--- src/rtl/scu_pkg.sv ---
package scu_pkg;

    localparam int XLEN = 64;
    localparam int ILEN = 32;
    localparam int OP_W = 7;

    localparam logic [OP_W-1:0] OP_SYSCALL = 7'd17;
    localparam logic [XLEN-1:0] SC_VECTOR  = 64'h0000_0000_0000_0C00;
    localparam logic [XLEN-1:0] PC_STEP    = 64'd4;

    // big-endian index -> LSB index helpers
    function automatic int be_to_le(input int be, input int width);
        return width - 1 - be;
    endfunction

    // Machine-state bit positions (LSB numbering)
    localparam int BIT_HV  = XLEN - 1 - 3;
    localparam int BIT_EE  = XLEN - 1 - 48;
    localparam int BIT_FE0 = XLEN - 1 - 52;
    localparam int BIT_FE1 = XLEN - 1 - 55;
    localparam int BIT_IR  = XLEN - 1 - 58;
    localparam int BIT_DR  = XLEN - 1 - 59;
    localparam int BIT_RI  = XLEN - 1 - 62;

    // level field: big-endian instruction bits 20..26
    localparam int LEV_HI = ILEN - 1 - 20;
    localparam int LEV_LO = ILEN - 1 - 26;
    localparam int LEV_W  = LEV_HI - LEV_LO + 1;
    localparam logic [LEV_W-1:0] LEV_HYP = LEV_W'(1);

    // Bits of the saved status word that keep the incoming value
    function automatic logic [XLEN-1:0] srr1_keep_mask();
        logic [XLEN-1:0] m;
        m = '1;
        for (int be = 0; be < XLEN; be++) begin
            if ((be >= 33 && be <= 36) || (be >= 42 && be <= 47))
                m[be_to_le(be, XLEN)] = 1'b0;
        end
        return m;
    endfunction

    // Bits of the new machine-state word forced low
    function automatic logic [XLEN-1:0] msr_clear_mask();
        logic [XLEN-1:0] m;
        m = '0;
        m[BIT_EE]  = 1'b1;
        m[BIT_FE0] = 1'b1;
        m[BIT_FE1] = 1'b1;
        m[BIT_IR]  = 1'b1;
        m[BIT_DR]  = 1'b1;
        m[BIT_RI]  = 1'b1;
        return m;
    endfunction

    typedef enum logic [1:0] {
        ST_IDLE    = 2'd0,
        ST_SYSCALL = 2'd1,
        ST_OTHER   = 2'd2
    } scu_state_e;

    typedef struct packed {
        logic [XLEN-1:0] srr0;
        logic [XLEN-1:0] srr1;
        logic [XLEN-1:0] msr;
        logic [XLEN-1:0] nia;
    } scu_result_t;

endpackage

--- src/rtl/scu_save_builder.sv ---
module scu_save_builder
    import scu_pkg::*;
#(
    parameter int W = XLEN
) (
    input  logic [W-1:0] cia,
    input  logic [W-1:0] msr_in,
    output logic [W-1:0] srr0,
    output logic [W-1:0] srr1
);
    localparam logic [XLEN-1:0] KEEP = srr1_keep_mask();

    always_comb begin
        srr0 = cia + W'(PC_STEP);
        srr1 = msr_in & W'(KEEP);
    end
endmodule

--- src/rtl/scu_state_builder.sv ---
module scu_state_builder
    import scu_pkg::*;
#(
    parameter int W = XLEN
) (
    input  logic [W-1:0]     msr_in,
    input  logic [LEV_W-1:0] level,
    output logic [W-1:0]     msr_new
);
    localparam logic [XLEN-1:0] CLR = msr_clear_mask();

    always_comb begin
        msr_new         = msr_in & ~W'(CLR);
        msr_new[BIT_HV] = (level == LEV_HYP);
    end
endmodule

--- src/rtl/scu_ctrl_fsm.sv ---
module scu_ctrl_fsm
    import scu_pkg::*;
#(
    parameter int               OPW     = OP_W,
    parameter logic [OPW-1:0]   SC_CODE = OP_SYSCALL
) (
    input  logic       clk,
    input  logic       rst,
    input  logic       in_valid,
    input  logic [OPW-1:0] in_op,
    output scu_state_e state,
    output scu_state_e state_nxt
);
    always_comb begin
        state_nxt = ST_IDLE;
        unique case (state)
            ST_IDLE, ST_SYSCALL, ST_OTHER: begin
                if (!in_valid)             state_nxt = ST_IDLE;     // GO_IDLE
                else if (in_op == SC_CODE) state_nxt = ST_SYSCALL;  // GO_SYSCALL
                else                       state_nxt = ST_OTHER;    // GO_OTHER
            end
            default: state_nxt = ST_IDLE;
        endcase
    end

    always_ff @(posedge clk) begin
        if (rst) state <= ST_IDLE;
        else     state <= state_nxt;
    end
endmodule

--- src/rtl/scu_trap_unit.sv ---
module scu_trap_unit
    import scu_pkg::*;
#(
    parameter int                W       = XLEN,
    parameter int                IW      = ILEN,
    parameter int                OPW     = OP_W,
    parameter logic [OPW-1:0]    SC_CODE = OP_SYSCALL
) (
    input  logic           clk,
    input  logic           rst,
    input  logic           in_valid,
    input  logic [OPW-1:0] in_op,
    input  logic [W-1:0]   in_cia,
    input  logic [IW-1:0]  in_insn,
    input  logic [W-1:0]   in_msr,
    output logic [W-1:0]   srr0_data,
    output logic           srr0_ok,
    output logic [W-1:0]   srr1_data,
    output logic           srr1_ok,
    output logic [W-1:0]   msr_data,
    output logic           msr_ok,
    output logic [W-1:0]   nia_data,
    output logic           nia_ok
);
    scu_state_e      state, state_nxt;
    logic [W-1:0]    srr0_c, srr1_c, msr_c;
    logic [LEV_W-1:0] level;
    scu_result_t     res_q;
    logic            write_en;

    logic unused_insn;
    assign unused_insn = ^{in_insn[IW-1:LEV_HI+1], in_insn[LEV_LO-1:0]};
    assign level = in_insn[LEV_HI:LEV_LO];

    scu_ctrl_fsm #(.OPW(OPW), .SC_CODE(SC_CODE)) u_fsm (
        .clk(clk), .rst(rst), .in_valid(in_valid), .in_op(in_op),
        .state(state), .state_nxt(state_nxt)
    );

    scu_save_builder #(.W(W)) u_save (
        .cia(in_cia), .msr_in(in_msr), .srr0(srr0_c), .srr1(srr1_c)
    );

    scu_state_builder #(.W(W)) u_state (
        .msr_in(in_msr), .level(level), .msr_new(msr_c)
    );

    // output register process
    always_ff @(posedge clk) begin
        if (rst) begin
            res_q <= '0;
        end else if (state_nxt == ST_SYSCALL) begin
            res_q.srr0 <= srr0_c;
            res_q.srr1 <= srr1_c;
            res_q.msr  <= msr_c;
            res_q.nia  <= W'(SC_VECTOR);
        end else begin
            res_q <= '0;
        end
    end

    always_comb begin
        write_en = 1'b0;
        unique case (state)
            ST_SYSCALL:        write_en = 1'b1;
            ST_IDLE, ST_OTHER: write_en = 1'b0;
            default:           write_en = 1'b0;
        endcase
    end

    assign srr0_data = res_q.srr0;
    assign srr1_data = res_q.srr1;
    assign msr_data  = res_q.msr;
    assign nia_data  = res_q.nia;
    assign srr0_ok   = write_en;
    assign srr1_ok   = write_en;
    assign msr_ok    = write_en;
    assign nia_ok    = write_en;
endmodule

--- config.mk ---
export PLATFORM = sky130hd
export DESIGN_NAME = scu_trap_unit
export DESIGN_NICKNAME = d
export VERILOG_FILES = /design/src/rtl/scu_pkg.sv /design/src/rtl/scu_save_builder.sv /design/src/rtl/scu_state_builder.sv /design/src/rtl/scu_ctrl_fsm.sv /design/src/rtl/scu_trap_unit.sv
export SDC_FILE = /design/constraint.sdc
export NUM_CORES = 1
export LEC_CHECK = 0
export BUFFER_PORTS_ARGS = -buffer_cell sky130_fd_sc_hd__buf_2
export CAP_MARGIN = 30
export CELL_PAD_IN_SITES_DETAIL_PLACEMENT = 0
export CELL_PAD_IN_SITES_GLOBAL_PLACEMENT = 1
export CORE_AREA = 2 2 165 167
export DETAILED_ROUTE_END_ITERATION = 8
export DIE_AREA = 0 0 167 169
export GPL_TIMING_DRIVEN = 0
export PLACE_DENSITY_LB_ADDON = 0.1
export SETUP_SLACK_MARGIN = 0.4
export SYNTH_ARGS = -nofsm -noshare
export SYNTH_HDL_FRONTEND = slang
export SYNTH_SLANG_ARGS = --single-unit
--- constraint.sdc ---
create_clock -name clk -period 1.78 [get_ports clk]
set_input_delay 0.178 -clock clk [delete_from_list [all_inputs] [get_ports clk]]
set_output_delay 0.178 -clock clk [all_outputs]
set_load 0.1 [all_outputs]
* After elaboration in Yosys (flattened, before gate mapping)
Index checks and enable logic that the tools add are counted.
** Storage, ports and cells
- Bits in registers :: 258
- Bits in latches :: 0
- Memory bits (writable) :: 0
- ROM bits :: 0
- Output and inout bits :: 260
- Memories :: 0
** Operators by class
- Add/sub/neg operators :: 1
- Multipliers :: 0
- Div/mod/pow operators :: 0
- Order comparisons :: 0
- Eq/ne operators :: 5
- Shifts and indexed selects :: 0
- Mux-type cells :: 5
- Bitwise logic cells :: 1
- Reductions and logical operators :: 3
** Operators by type and width (number)
- $add 64x3->64 const B :: 1
- $mux 12 :: 1
- $eq 7x1->1 const B :: 1
- $eq 7x5->1 const B :: 1
- $mux 2 :: 3
- $eq 2x1->1 const B :: 2
- $reduce_or 3->1 :: 1
- $eq 2x2->1 const B :: 1
- $logic_not 2->1 :: 1
- $reduce_or 2->1 :: 1
- $mux 1 :: 1
- $not 1->1 :: 1

* Depth between registers and ports, before layout
Gate-level depths: netlist of run 1.
- Depth in word-level cells :: 7
- Mapped depth :: 7
- Depth with buffers taken out :: 6

* By module
From an unflattened synthesis of run 1, not the netlist that was laid out.
** Unflattened totals
- Cell total of the unflattened synthesis :: 865
- Area, all modules :: 9605.5 um^2
** By module, submodules not included
- scu_trap_unit :: times used 1, cells each 517, area an instance 7138.1 um^2, sequential area each 3863.7 um^2
- scu_save_builder :: times used 1, cells each 270, area an instance 1849.3 um^2, sequential area each 0.0 um^2
- scu_state_builder :: times used 1, cells each 67, area an instance 493.0 um^2, sequential area each 0.0 um^2
- scu_ctrl_fsm :: times used 1, cells each 11, area an instance 125.1 um^2, sequential area each 40.0 um^2

* Worst setup path before layout of run 1
Ideal clock, no wire load.
- Path type :: reg-to-output
- Start :: reg u_fsm.state[0]
- End :: out nia_ok
- Data arrival time :: 2.262 ns
- Data required time :: 1.602 ns
- Setup slack :: -0.660 ns
- Cell stages (with the launch flop) :: 3
- Buffers on the path :: 1
- Cell sequence :: dfxtp_1 -> nor2b_1 -> buf_4
** On the way
- Cells in the longest elaborated chain, start to end :: 2
** RTL lines
- start, declared :: line scu_ctrl_fsm.sv:11 : output scu_state_e state,
- start signal, assigned :: line scu_ctrl_fsm.sv:28 : else state <= state_nxt;
- $eq 2x1->1 :: line scu_trap_unit.sv:64 : unique case (state)
- $mux 1 :: line scu_trap_unit.sv:64
- end, declared :: line scu_trap_unit.sv:23 : output logic nia_ok
Every way passes these cells.

* Worst setup path after layout of run 1
- Start :: reg u_fsm.state[0]
- End :: out srr1_ok
** On the way
- Cells in the longest elaborated chain, start to end :: 2
** RTL lines
- $eq 2x1->1 :: line scu_trap_unit.sv:64
- $mux 1 :: line scu_trap_unit.sv:64
- end, declared :: line scu_trap_unit.sv:19 : output logic srr1_ok,
Every way passes these cells.

==> results of run 1 <==
[sequential cells by signal, indices dropped and copies added (netlist names)]
| name | count |
|---|---|
| msr_data | 11 |
| nia_data | 1 |
| srr0_data | 64 |
| srr1_data | 54 |
| u_fsm.state | 2 |
[cell type report]
class / instances / area (sq um)
Clock buffer: 18 / 439
Fill cell: 2669 / 15100
Inverter: 10 / 50.0
Sequential cell: 132 / 2710
Tap cell: 341 / 427
Buffer: 148 / 1240
Clock inverter: 14 / 133
Antenna cell: 3 / 7.51
Multi-Input combinational cell: 418 / 3000
Timing Repair Buffer: 449 / 3370
[synth_stat cells (all sizes together) (9+ instances only)]
cell type  instances  area share
o21ai             14       0.012
inv               10      0.0065
nand2             24       0.016
or4                9       0.012
xor2              28       0.042
nand3             28       0.024
nor2              47       0.030
a21oi             25       0.022
nand4             26       0.032
and3               9      0.0097
or3               14       0.015
o31ai              9       0.012
clkbuf            16       0.010
buf              132        0.17
and2              69       0.075
dfxtp            132        0.46
[where the power goes]
| group | total [uW] | switching (uW) | internal (uW) |
|---|---|---|---|
| logic | 1430 | 1010 | 420 |
| registers | 2960 | 3.16 | 2960 |
| clock network | 3470 | 1580 | 1900 |
[worst max-delay path by stage]
stage                    from             to
4_1_cts            in_cia[21]  srr0_data[56]
5_1_grt        u_fsm.state[0]         nia_ok
3_3_place_gp        in_cia[2]  srr0_data[62]
3_5_place_dp        in_cia[2]  srr0_data[56]
2_1_floorplan       in_cia[2]  srr0_data[54]
6_report       u_fsm.state[0]        srr1_ok
[kinds of logic after synthesis]
logic type,after synthesis,share of synthesized area
and+or+nand+nor,251,0.251
buffers and inverters,158,0.187
DFF,132,0.457
AOI/OAI and AO/OA,51,0.0498
xor gates and xnor gates,35,0.0530
adders and majority gates,1,0.00216
other,1,0.000648
[through the flow]
| stage | power (uW) | instances | area [sq um] | util |
|---|---|---|---|---|
| after floorplan | 4010 | 706 | 6220 | - |
| after global placement | 4240 | 1373 | 8270 | 0.312 |
| after detailed placement | 4240 | 1373 | 8270 | 0.312 |
| after CTS | 7930 | 1500 | 10200 | 0.384 |
| after global routing | 8200 | 1530 | 11400 | 0.429 |
| final | 7860 | 1533 | 11400 | 0.429 |
[metal layers]
metal	routed length (microns)	GRT usage	vias up
met4	286	0.0446	4
li1	-	-	3015
met3	1890	0.0545	20
met5	27	0	-
met2	11900	0.267	240
met1	9280	0.172	2714
[critical path: stages (launching register included)]
cell and delay, ps:
sky130_fd_sc_hd__dfxtp_2 350, sky130_fd_sc_hd__nor2b_4 230, sky130_fd_sc_hd__buf_6 130, sky130_fd_sc_hd__buf_12 160
[what timing repair did]
| item | CTS | global route |
|---|---|---|
| setup buffers | 25 | 18 |
| endpoints found under the hold margin | 69 | 0 |
| resized for setup | 143 | 243 |
| hold buffers | 69 | 0 |
| setup endpoints to repair | 203 | 183 |
| cloned | 1 | 12 |
| pin swaps | 14 | 64 |
==> flow_summary.rst, run 1 <==
.. list-table::
   :header-rows: 1

   * - Metric
     - Value
   * - Initial antenna violation count
     - 5
   * - CTS clock-pin slew for the worst setup and hold paths
     - roughly 70 ps
   * - Flip-flop and latch count after synthesis
     - roughly 130
   * - Count of port buffers added during placement
     - 326
   * - Outcome
     - finished, final reports clean
   * - Worst slack after detailed placement
     - -604 ps
   * - Pre-antenna DRT Iters
     - 4
   * - Overflow left after global routing
     - 0
   * - Crit path arrival time
     - 1300 ps
   * - Crit path max fanout
     - 4
   * - Average wire per cell in the routed design
     - between 15 and 20 microns
   * - Worst-case hold slack
     - approximately 23 ps
   * - Global-route wire length before repair
     - roughly 33,000 microns
   * - Final setup fails
     - 0
   * - Vias in the first global route
     - approximately 5,800
   * - Area inside the core boundary
     - 0.0265 sq mm
   * - Critical Path Sink Type
     - output pin
   * - Clock buffer depth
     - 2
   * - Data required, critical path
     - between 1500 and 2000 ps
   * - RSZ-0062 raised after global routing
     - true
   * - Type of the worst setup path
     - reg -> out
   * - IR Drop Worst-Case VDD
     - around 0.43 mV
   * - ANT nets after route
     - 0
   * - Area added between synthesis and finish
     - 96.6%
   * - Hold worst-path end
     - srr0_data[59]
   * - Number of DRC violations after detailed routing
     - 0
   * - Drt initial violations
     - 161
   * - Fraction of layout cells with a size suffix above 1
     - 0.597
   * - Sequential area share after synthesis
     - 0.457
   * - Gr usage total
     - 0.151
   * - Max-Slew Margin vs Limit
     - 0.630
   * - Synth warn
     - 0
   * - Mapped Cells
     - 629
   * - Clock tree root driver cell
     - sky130_fd_sc_hd__clkbuf_16
   * - Via count
     - between 5,000 and 6,000
   * - Initial Util
     - 0.218
   * - Clock Sinks
     - ~130
   * - Power per unit of standard cell area
     - a little under 700 mW/mm^2
   * - Most common cell after layout, fill and taps aside
     - sky130_fd_sc_hd__buf_4
   * - Syn Area/Cell
     - around 9.2 sq um
   * - X dimension of the die
     - around 170 microns
   * - Fmax achieved
     - approximately 680 MHz
   * - Class of the tightest hold or removal check
     - in -> reg
   * - Fin. Hold Viols
     - 0
   * - Netlist area before placement
     - roughly 0.0058 sq mm
   * - Cts bufs inserted
     - 17
   * - # H-tree levels
     - 4
   * - Clock insertion delay at the later pin of the skew report
     - roughly 420 ps
   * - Final critical-path share of the clock period
     - 0.831
   * - Min-Delay Path Depth
     - 3
   * - Wire length after detailed routing
     - 23,400 microns
   * - Max-cap violations
     - 0
   * - Global placer's final weighted congestion
     - about 0.75
   * - Average via count per standard cell
     - ~3.9
   * - R2R setup slack
     - between 300 and 400 ps
   * - Async SR Flop Fraction
     - 0
   * - Number of enable flip-flop cells after synthesis
     - 0
   * - Worst Skew
     - roughly 11 ps
   * - Worst setup SP type
     - flop
   * - Clock tree from TritonCTS
     - built
   * - Area enclosed by the die boundary
     - roughly 0.028 sq mm
   * - Source of the worst hold timing path
     - in_cia[59]
   * - Pin count of the biggest net entering global routing
     - 17
   * - HPWL Detailed
     - approximately 17,000 microns
   * - Cell row count
     - 60
   * - Post-synth top flop
     - sky130_fd_sc_hd__dfxtp_1
   * - Logic depth of the worst register-to-register path
     - 6
   * - Most frequent cells in the layout
     - sky130_fd_sc_hd__buf_4, sky130_fd_sc_hd__buf_2, sky130_fd_sc_hd__dfxtp_1, sky130_fd_sc_hd__conb_1, sky130_fd_sc_hd__dlygate4sd3_1
   * - Total negative slack for setup checks
     - 0 ps
   * - Pin slew with the least headroom to its limit
     - 553 ps
   * - Number of primary I/O pins
     - 430
   * - Number of distinct library cells after synthesis
     - 37
   * - Origin of the critical flop-to-flop path
     - u_fsm.state[1]
   * - Die Y
     - 169 microns
   * - Setup ws final
     - 300 ps
   * - Time the final worst path needs with I/O delays and setup
     - 1480 ps
   * - Static leakage power
     - between 0.005 and 0.006 uW
   * - Number of max-slew violations in the final report
     - 0
   * - Critical R2R Capture
     - srr1_data[61]
   * - Nets@finish
     - roughly 1,300
Note: power is estimated with default switching activity, not from simulation.
==> run 2, diff against run 1 <==
- clock period: 1.78 -> 1.5 ns (I/O delays scaled with it)
==> run 2 against run 1 <==
  * The run now ends with setup timing left
  * Design area increased by 20%
  * Clock power up 18%
  * First-iteration DRC count up 39%
  * Clock skew down 4.9 ps
  * Clock-buffer cell count fell by 1
  * Via count rose by 3.4%
  * Worst setup slack worse by 320 ps
  * Combinational power increased by 24%
  * Die area did not move
  * Critical endpoint is now srr0_data[50]
  * Largest cell class unchanged
==> flow_summary.rst, run 2 (synthesized netlist as in run 1, its figures left out) <==
.. list-table::
   :header-rows: 1

   * - Metric
     - Value
   * - Crit-path max cell delay
     - between 300 and 400 ps
   * - Via count
     - slightly above 6,000
   * - Cell count after placement
     - between 1,000 and 1,500
   * - Cell row count
     - 60
   * - Initial Util
     - 0.218
   * - Family with the most delay on the worst path
     - simple AND/OR/NAND/NOR gates
   * - Worst path most repeated cell
     - sky130_fd_sc_hd__buf_6
   * - Clock insertion delay at the later pin of the skew report
     - about 420 ps
   * - # H-tree levels
     - 4
   * - Worst Skew
     - 6.17 ps
   * - Pin slew with the least headroom to its limit
     - 656 ps
   * - Crit path arrival time
     - ~1900 ps
   * - Max-cap violations
     - 0
   * - Number of DRC violations after detailed routing
     - 0
   * - Fmax achieved
     - between 600 and 700 MHz
   * - Class of the tightest hold or removal check
     - in -> reg
   * - Initial antenna violation count
     - 4
   * - Outcome
     - complete, but fails checks
   * - Data required, critical path
     - 1850 ps
   * - Drt initial violations
     - between 200 and 250
   * - Crit path max fanout
     - 3
   * - Max-Slew Margin vs Limit
     - 0.557
   * - Final instance area
     - between 0.01 and 0.015 sq mm
   * - X dimension of the die
     - between 150 and 200 microns
   * - Setup ws final
     - -15.5 ps
   * - Final critical-path share of the clock period
     - 1.01
   * - Worst slack after detailed placement
     - -934 ps
   * - Fraction of layout cells with a size suffix above 1
     - 0.664
   * - Clock tree from TritonCTS
     - built
   * - Nets@finish
     - roughly 1,400
   * - Pin count of the biggest net entering global routing
     - 17
   * - Worst-case hold slack
     - ~20 ps
   * - Area of the multi-input gates
     - 0.00314 sq mm
   * - Buf+Inv Stages, Crit Path
     - 4
   * - Number of primary I/O pins
     - 430
   * - Average wire per cell in the routed design
     - roughly 16 microns
   * - Flip-flop count of the largest register after layout
     - 64
   * - Final setup fails
     - 1
   * - Gr usage total
     - 0.155
   * - IR Drop Worst-Case VDD
     - a little over 0.6 mV
   * - Worst setup SP type
     - input pin
   * - RSZ-0062 raised after global routing
     - true
   * - Area added between synthesis and finish
     - 137%
   * - HPWL Detailed
     - around 17,000 microns
   * - Clock buffer depth
     - 2
   * - Number of filler cells placed in the layout
     - approximately 2,400
   * - Critical Path Sink Type
     - flop
   * - Vias in the first global route
     - between 5,000 and 6,000
   * - Overflow left after global routing
     - 0
   * - ANT nets after route
     - 0
   * - Sequential cell area
     - between 0.002 and 0.003 sq mm
   * - Violations in the final reports
     - setup timing
   * - Global placer's final weighted congestion
     - ~0.73
   * - Critical Path Slowest Stage Cell
     - sky130_fd_sc_hd__nor4_4
   * - Wire length after detailed routing
     - 25,200 microns
   * - Count of port buffers added during placement
     - about 330
   * - Global-route wire length before repair
     - 33,600 microns
   * - Pre-antenna DRT Iters
     - 4
   * - Cts bufs inserted
     - 17
   * - Power per unit of standard cell area
     - 679 mW/mm^2
   * - Area inside the core boundary
     - ~0.027 sq mm
   * - Static leakage power
     - around 0.0061 uW
   * - Area enclosed by the die boundary
     - around 0.028 sq mm
   * - Number of max-slew violations in the final report
     - 0
   * - Non-Filler Instances
     - about 1,600
   * - CTS clock-pin slew for the worst setup and hold paths
     - ~70 ps
   * - Fin. Hold Viols
     - 0
   * - Most common cell after layout, fill and taps aside
     - sky130_fd_sc_hd__buf_2
   * - Most frequent cells in the layout
     - sky130_fd_sc_hd__buf_2, sky130_fd_sc_hd__buf_12, sky130_fd_sc_hd__buf_4, sky130_fd_sc_hd__dlygate4sd3_1, sky130_fd_sc_hd__conb_1
   * - Series of cell instances along the critical path
     - buf_2, nand3_2, nor4_4, buf_6, buf_6, nand4_4, buf_6, or3_1, a21oi_1
   * - Placed standard-cell area
     - between 0.008 and 0.009 sq mm
   * - Time the final worst path needs with I/O delays and setup
     - ~1500 ps
   * - Clock tree root driver cell
     - sky130_fd_sc_hd__clkbuf_16
   * - Type of the worst setup path
     - in -> reg
   * - Clock Sinks
     - ~130
   * - Average via count per standard cell
     - about 4.0
   * - Die Y
     - around 170 microns
==> run 2: path summary, 6_finish.rpt <==
kind                  start        endpoint  slack (ps)  depth (start not counted)
max              in_cia[28]   srr0_data[50]         -20                          9
min              in_cia[56]   srr0_data[56]          20                          3
max reg2reg  u_fsm.state[0]   srr0_data[18]          70                          6
min reg2reg  u_fsm.state[0]  u_fsm.state[1]         600                          2
==> run 2: report_power, final <==
group          total (uW)  internal, uW  switching [uW]
clock                4100          2330            1770
sequential           3430          3420            4.91
combinational        1770           546            1220
total                9290          6300            3000
==> run 2: through the flow <==
stage / TNS [ps] / power (uW) / utilization
after detailed placement: -40320 / 4960 / 0.321
after CTS: -47.9 / 9330 / 0.414
final: -15.5 / 9290 / 0.516
after floorplan: -1180 / 4670 / -
after global placement: -39540 / 4960 / 0.321
after global routing: -459 / 9650 / 0.516
==> run 2: repair_timing <==
| item | 4_1_cts | 5_1_grt |
|---|---|---|
| resized for setup | 211 | 732 |
| setup buffers | 30 | 23 |
| endpoints found under the setup margin | 313 | 313 |
| hold endpoints to repair | 81 | 0 |
| cloned | 1 | 12 |
| pin swaps | 23 | 80 |
| hold buffers | 81 | 0 |
==> run 2: metal layers <==
layer  wire length, microns  part of all wire  track usage
met1                   9270              0.37        0.172
met2                  13600              0.54        0.282
met3                   1840             0.073       0.0535
met4                    425             0.017       0.0420
met5                     24           0.00095            0
==> run 2: final cells by class <==
class                      count  share of cell area
clock buffer                  17              0.0311
timing repair buffer         471               0.380
buffer                       148               0.105
inverter                      10             0.00366
antenna                        2            0.000366
clock inverter                14              0.0105
tap                          341              0.0312
multi-input combinational    418               0.230
sequential                   132               0.209
==> run 2: worst min-delay path, cell delays in order <==
cell	delay, ps
sky130_fd_sc_hd__buf_2	110
sky130_fd_sc_hd__o31ai_1	80
sky130_fd_sc_hd__a21oi_2	60
==> run 3, diff against run 2 <==
==> constraint.sdc (replaced) <==
create_clock -name clk -period 1.5 [get_ports clk]
set_input_delay 0.225 -clock clk [delete_from_list [all_inputs] [get_ports clk]]
set_output_delay 0.225 -clock clk [all_outputs]
set_load 0.1 [all_outputs]
==> run 3 against run 2 <==
  * Total power is 0.38% lower
  * Clock power barely moved
  * Cell count shrank 1.5%
  * Register-to-register slack worse by 40 ps
  * Sequential power is essentially flat
  * Flip-flop and latch count did not move
  * Worst hold slack about the same
  * Die area unchanged
  * Critical path type unchanged
  * Global-route usage grew 1.5 points
  * Utilization grew 2.7 points
  * Critical endpoint is now srr0_data[63]
  * Critical path depth down 2
  * Via count fell by 1.1%
  * The flow still finishes with violations (setup timing)
==> flow_summary.rst, run 3 (synthesized netlist as in run 1, its figures left out) <==
.. list-table::
   :header-rows: 1

   * - Metric
     - Value
   * - Area enclosed by the die boundary
     - roughly 0.028 sq mm
   * - Most frequent cells in the layout
     - sky130_fd_sc_hd__buf_12, sky130_fd_sc_hd__buf_2, sky130_fd_sc_hd__buf_4, sky130_fd_sc_hd__dfxtp_2, sky130_fd_sc_hd__buf_6
   * - Sequential share of power
     - 0.370
   * - Number of DRC violations after detailed routing
     - 0
   * - Area inside the core boundary
     - 0.0265 sq mm
   * - Fraction of layout cells with a size suffix above 1
     - 0.708
   * - Fmax achieved
     - about 640 MHz
   * - Clock tree from TritonCTS
     - built
   * - CTS clock-pin slew for the worst setup and hold paths
     - ~70 ps
   * - Clock insertion delay at the later pin of the skew report
     - between 400 and 500 ps
   * - Static leakage power
     - 0.00624 uW
   * - Outcome
     - complete, but fails checks
   * - Cell row count
     - 60
   * - Cts bufs inserted
     - 17
   * - Clock power frac
     - 0.445
   * - Worst setup SP type
     - input pin
   * - ANT nets after route
     - 0
   * - RSZ-0062 raised after global routing
     - true
   * - Initial Util
     - 0.218
   * - HPWL Detailed
     - approximately 17,000 microns
   * - IR Drop Worst-Case VDD
     - 0.519 mV
   * - Class of the tightest hold or removal check
     - in -> reg
   * - Wire length after detailed routing
     - approximately 26,000 microns
   * - Sequential cell area
     - ~0.0029 sq mm
   * - Data required, critical path
     - about 1900 ps
   * - Clock Sinks
     - between 100 and 150
   * - Global placer's final weighted congestion
     - about 0.7
   * - Max-cap violations
     - 0
   * - Critical Path Sink Type
     - flop
   * - Total negative slack for setup checks
     - -278 ps
   * - Clock buffer depth
     - 2
   * - Crit path arrival time
     - ~1900 ps
   * - Final total power
     - ~9300 uW
   * - Area of the multi-input gates
     - between 0.003 and 0.004 sq mm
   * - Initial antenna violation count
     - 6
   * - Gr usage total
     - 0.170
   * - Via count
     - 6,124
   * - X dimension of the die
     - 167 microns
   * - Most common cell after layout, fill and taps aside
     - sky130_fd_sc_hd__buf_12
   * - Average wire per cell in the routed design
     - 16.9 microns
   * - Overflow left after global routing
     - 0
   * - Pre-antenna DRT Iters
     - 4
   * - Die Y
     - 169 microns
   * - Type of the worst setup path
     - in -> reg
   * - Fin. Hold Viols
     - 0
   * - Pin count of the biggest net entering global routing
     - 17
   * - Final setup fails
     - 7
   * - Average via count per standard cell
     - 4.00
   * - Count of port buffers added during placement
     - approximately 330
   * - Clock tree root driver cell
     - sky130_fd_sc_hd__clkbuf_16
   * - Time the final worst path needs with I/O delays and setup
     - about 1600 ps
   * - Core utilization of the finished layout
     - 0.544
   * - Flip-flop count of the largest register after layout
     - 64
   * - Final instance area
     - between 0.01 and 0.015 sq mm
   * - Crit path max fanout
     - 5
   * - Reported net switching power
     - ~3000 uW
   * - Fraction of power consumed by combinational cells
     - 0.184
   * - Int Pwr
     - 6260 uW
   * - Number of max-slew violations in the final report
     - 0
   * - # H-tree levels
     - 4
   * - Drt initial violations
     - between 150 and 200
   * - Number of filler cells placed in the layout
     - ~2,300
   * - Power per unit of standard cell area
     - around 640 mW/mm^2
   * - Worst Skew
     - approximately 14 ps
   * - Final critical-path share of the clock period
     - 1.05
   * - Violations in the final reports
     - setup timing
   * - Vias in the first global route
     - between 6,000 and 7,000
   * - Number of primary I/O pins
     - 430
   * - Worst slack after detailed placement
     - -965 ps
   * - Switching Fraction
     - 0.324
   * - Nets@finish
     - approximately 1,300
   * - Global-route wire length before repair
     - ~37,000 microns
   * - Placed standard-cell area
     - 0.00861 sq mm
   * - Area added between synthesis and finish
     - 149%
   * - Setup ws final
     - -68.4 ps
[run 3: cell count changes in the layout (fill, tap and decap cells not counted), moves of 5 or more]
cell                            before  now
sky130_fd_sc_hd__a21oi_1            11    6
sky130_fd_sc_hd__a21oi_2            14   19
sky130_fd_sc_hd__and2_1              2   31
sky130_fd_sc_hd__and2_4             66   37
sky130_fd_sc_hd__buf_12            135  193
sky130_fd_sc_hd__buf_2             192  137
sky130_fd_sc_hd__buf_4             105   96
sky130_fd_sc_hd__dfxtp_1            60    0
sky130_fd_sc_hd__dfxtp_2            24   84
sky130_fd_sc_hd__dlygate4sd3_1      81   54
sky130_fd_sc_hd__nor2_2              1    7
sky130_fd_sc_hd__nor2_4             33   25
sky130_fd_sc_hd__xor2_1             20   25
sky130_fd_sc_hd__xor2_2              8    3
[run 3: area by class of cell]
type	instances	area share
clock inverter	14	0.00999
tap	341	0.0296
antenna	4	0.000695
clock buffer	18	0.0298
sequential	132	0.203
inverter	10	0.00347
multi-input combinational	418	0.214
buffer	148	0.105
timing repair buffer	445	0.405
[run 3: final timing paths]
kind	cells after the start	slack, ps	from	end
worst max register to register	7	30	u_fsm.state[0]	srr1_data[47]
worst min register to register	2	630	u_fsm.state[1]	u_fsm.state[1]
worst max-delay path	7	-70	in_cia[22]	srr0_data[63]
worst min-delay path	2	20	in_msr[35]	srr1_data[35]
[run 3: routing by layer]
layer | global-route usage | wire length [microns]
met2 | 0.311 | 13800
met4 | 0.0416 | 349
met1 | 0.188 | 9590
met3 | 0.0606 | 2110
met5 | 0 | 22
[run 3: timing repair]
item	CTS	global route
buffers inserted	35	16
endpoints found under the hold margin	54	0
hold buffers	54	0
gates cloned	6	10
pin swaps	58	55
resized for setup	645	474
endpoints found under the setup margin	313	313
[run 3: critical path, stage by stage]
cell	delay (ps)
sky130_fd_sc_hd__buf_6	80
sky130_fd_sc_hd__nand4_1	190
sky130_fd_sc_hd__nor4_4	310
sky130_fd_sc_hd__buf_4	210
sky130_fd_sc_hd__nand4_4	180
sky130_fd_sc_hd__or4_4	580
sky130_fd_sc_hd__a21oi_2	140
[run 3: power by group through the flow]
| stage | combinational, uW | sequential (uW) | clock [uW] |
|---|---|---|---|
| 3_5_place_dp | 1460 | 3500 | 0 |
| 2_1_floorplan | 1140 | 3530 | 0 |
| 3_3_place_gp | 1460 | 3500 | 0 |
| 5_1_grt | 1780 | 3430 | 4430 |
| 4_1_cts | 1630 | 3430 | 4280 |
| 6_report | 1710 | 3430 | 4120 |
[run 3: stage by stage]
step                      hold WS (ps)  cells
after global routing              6.15   1527
final                             19.9   1530
after global placement             425   1373
after CTS                        0.907   1500
after detailed placement           427   1373
after floorplan                    290    706
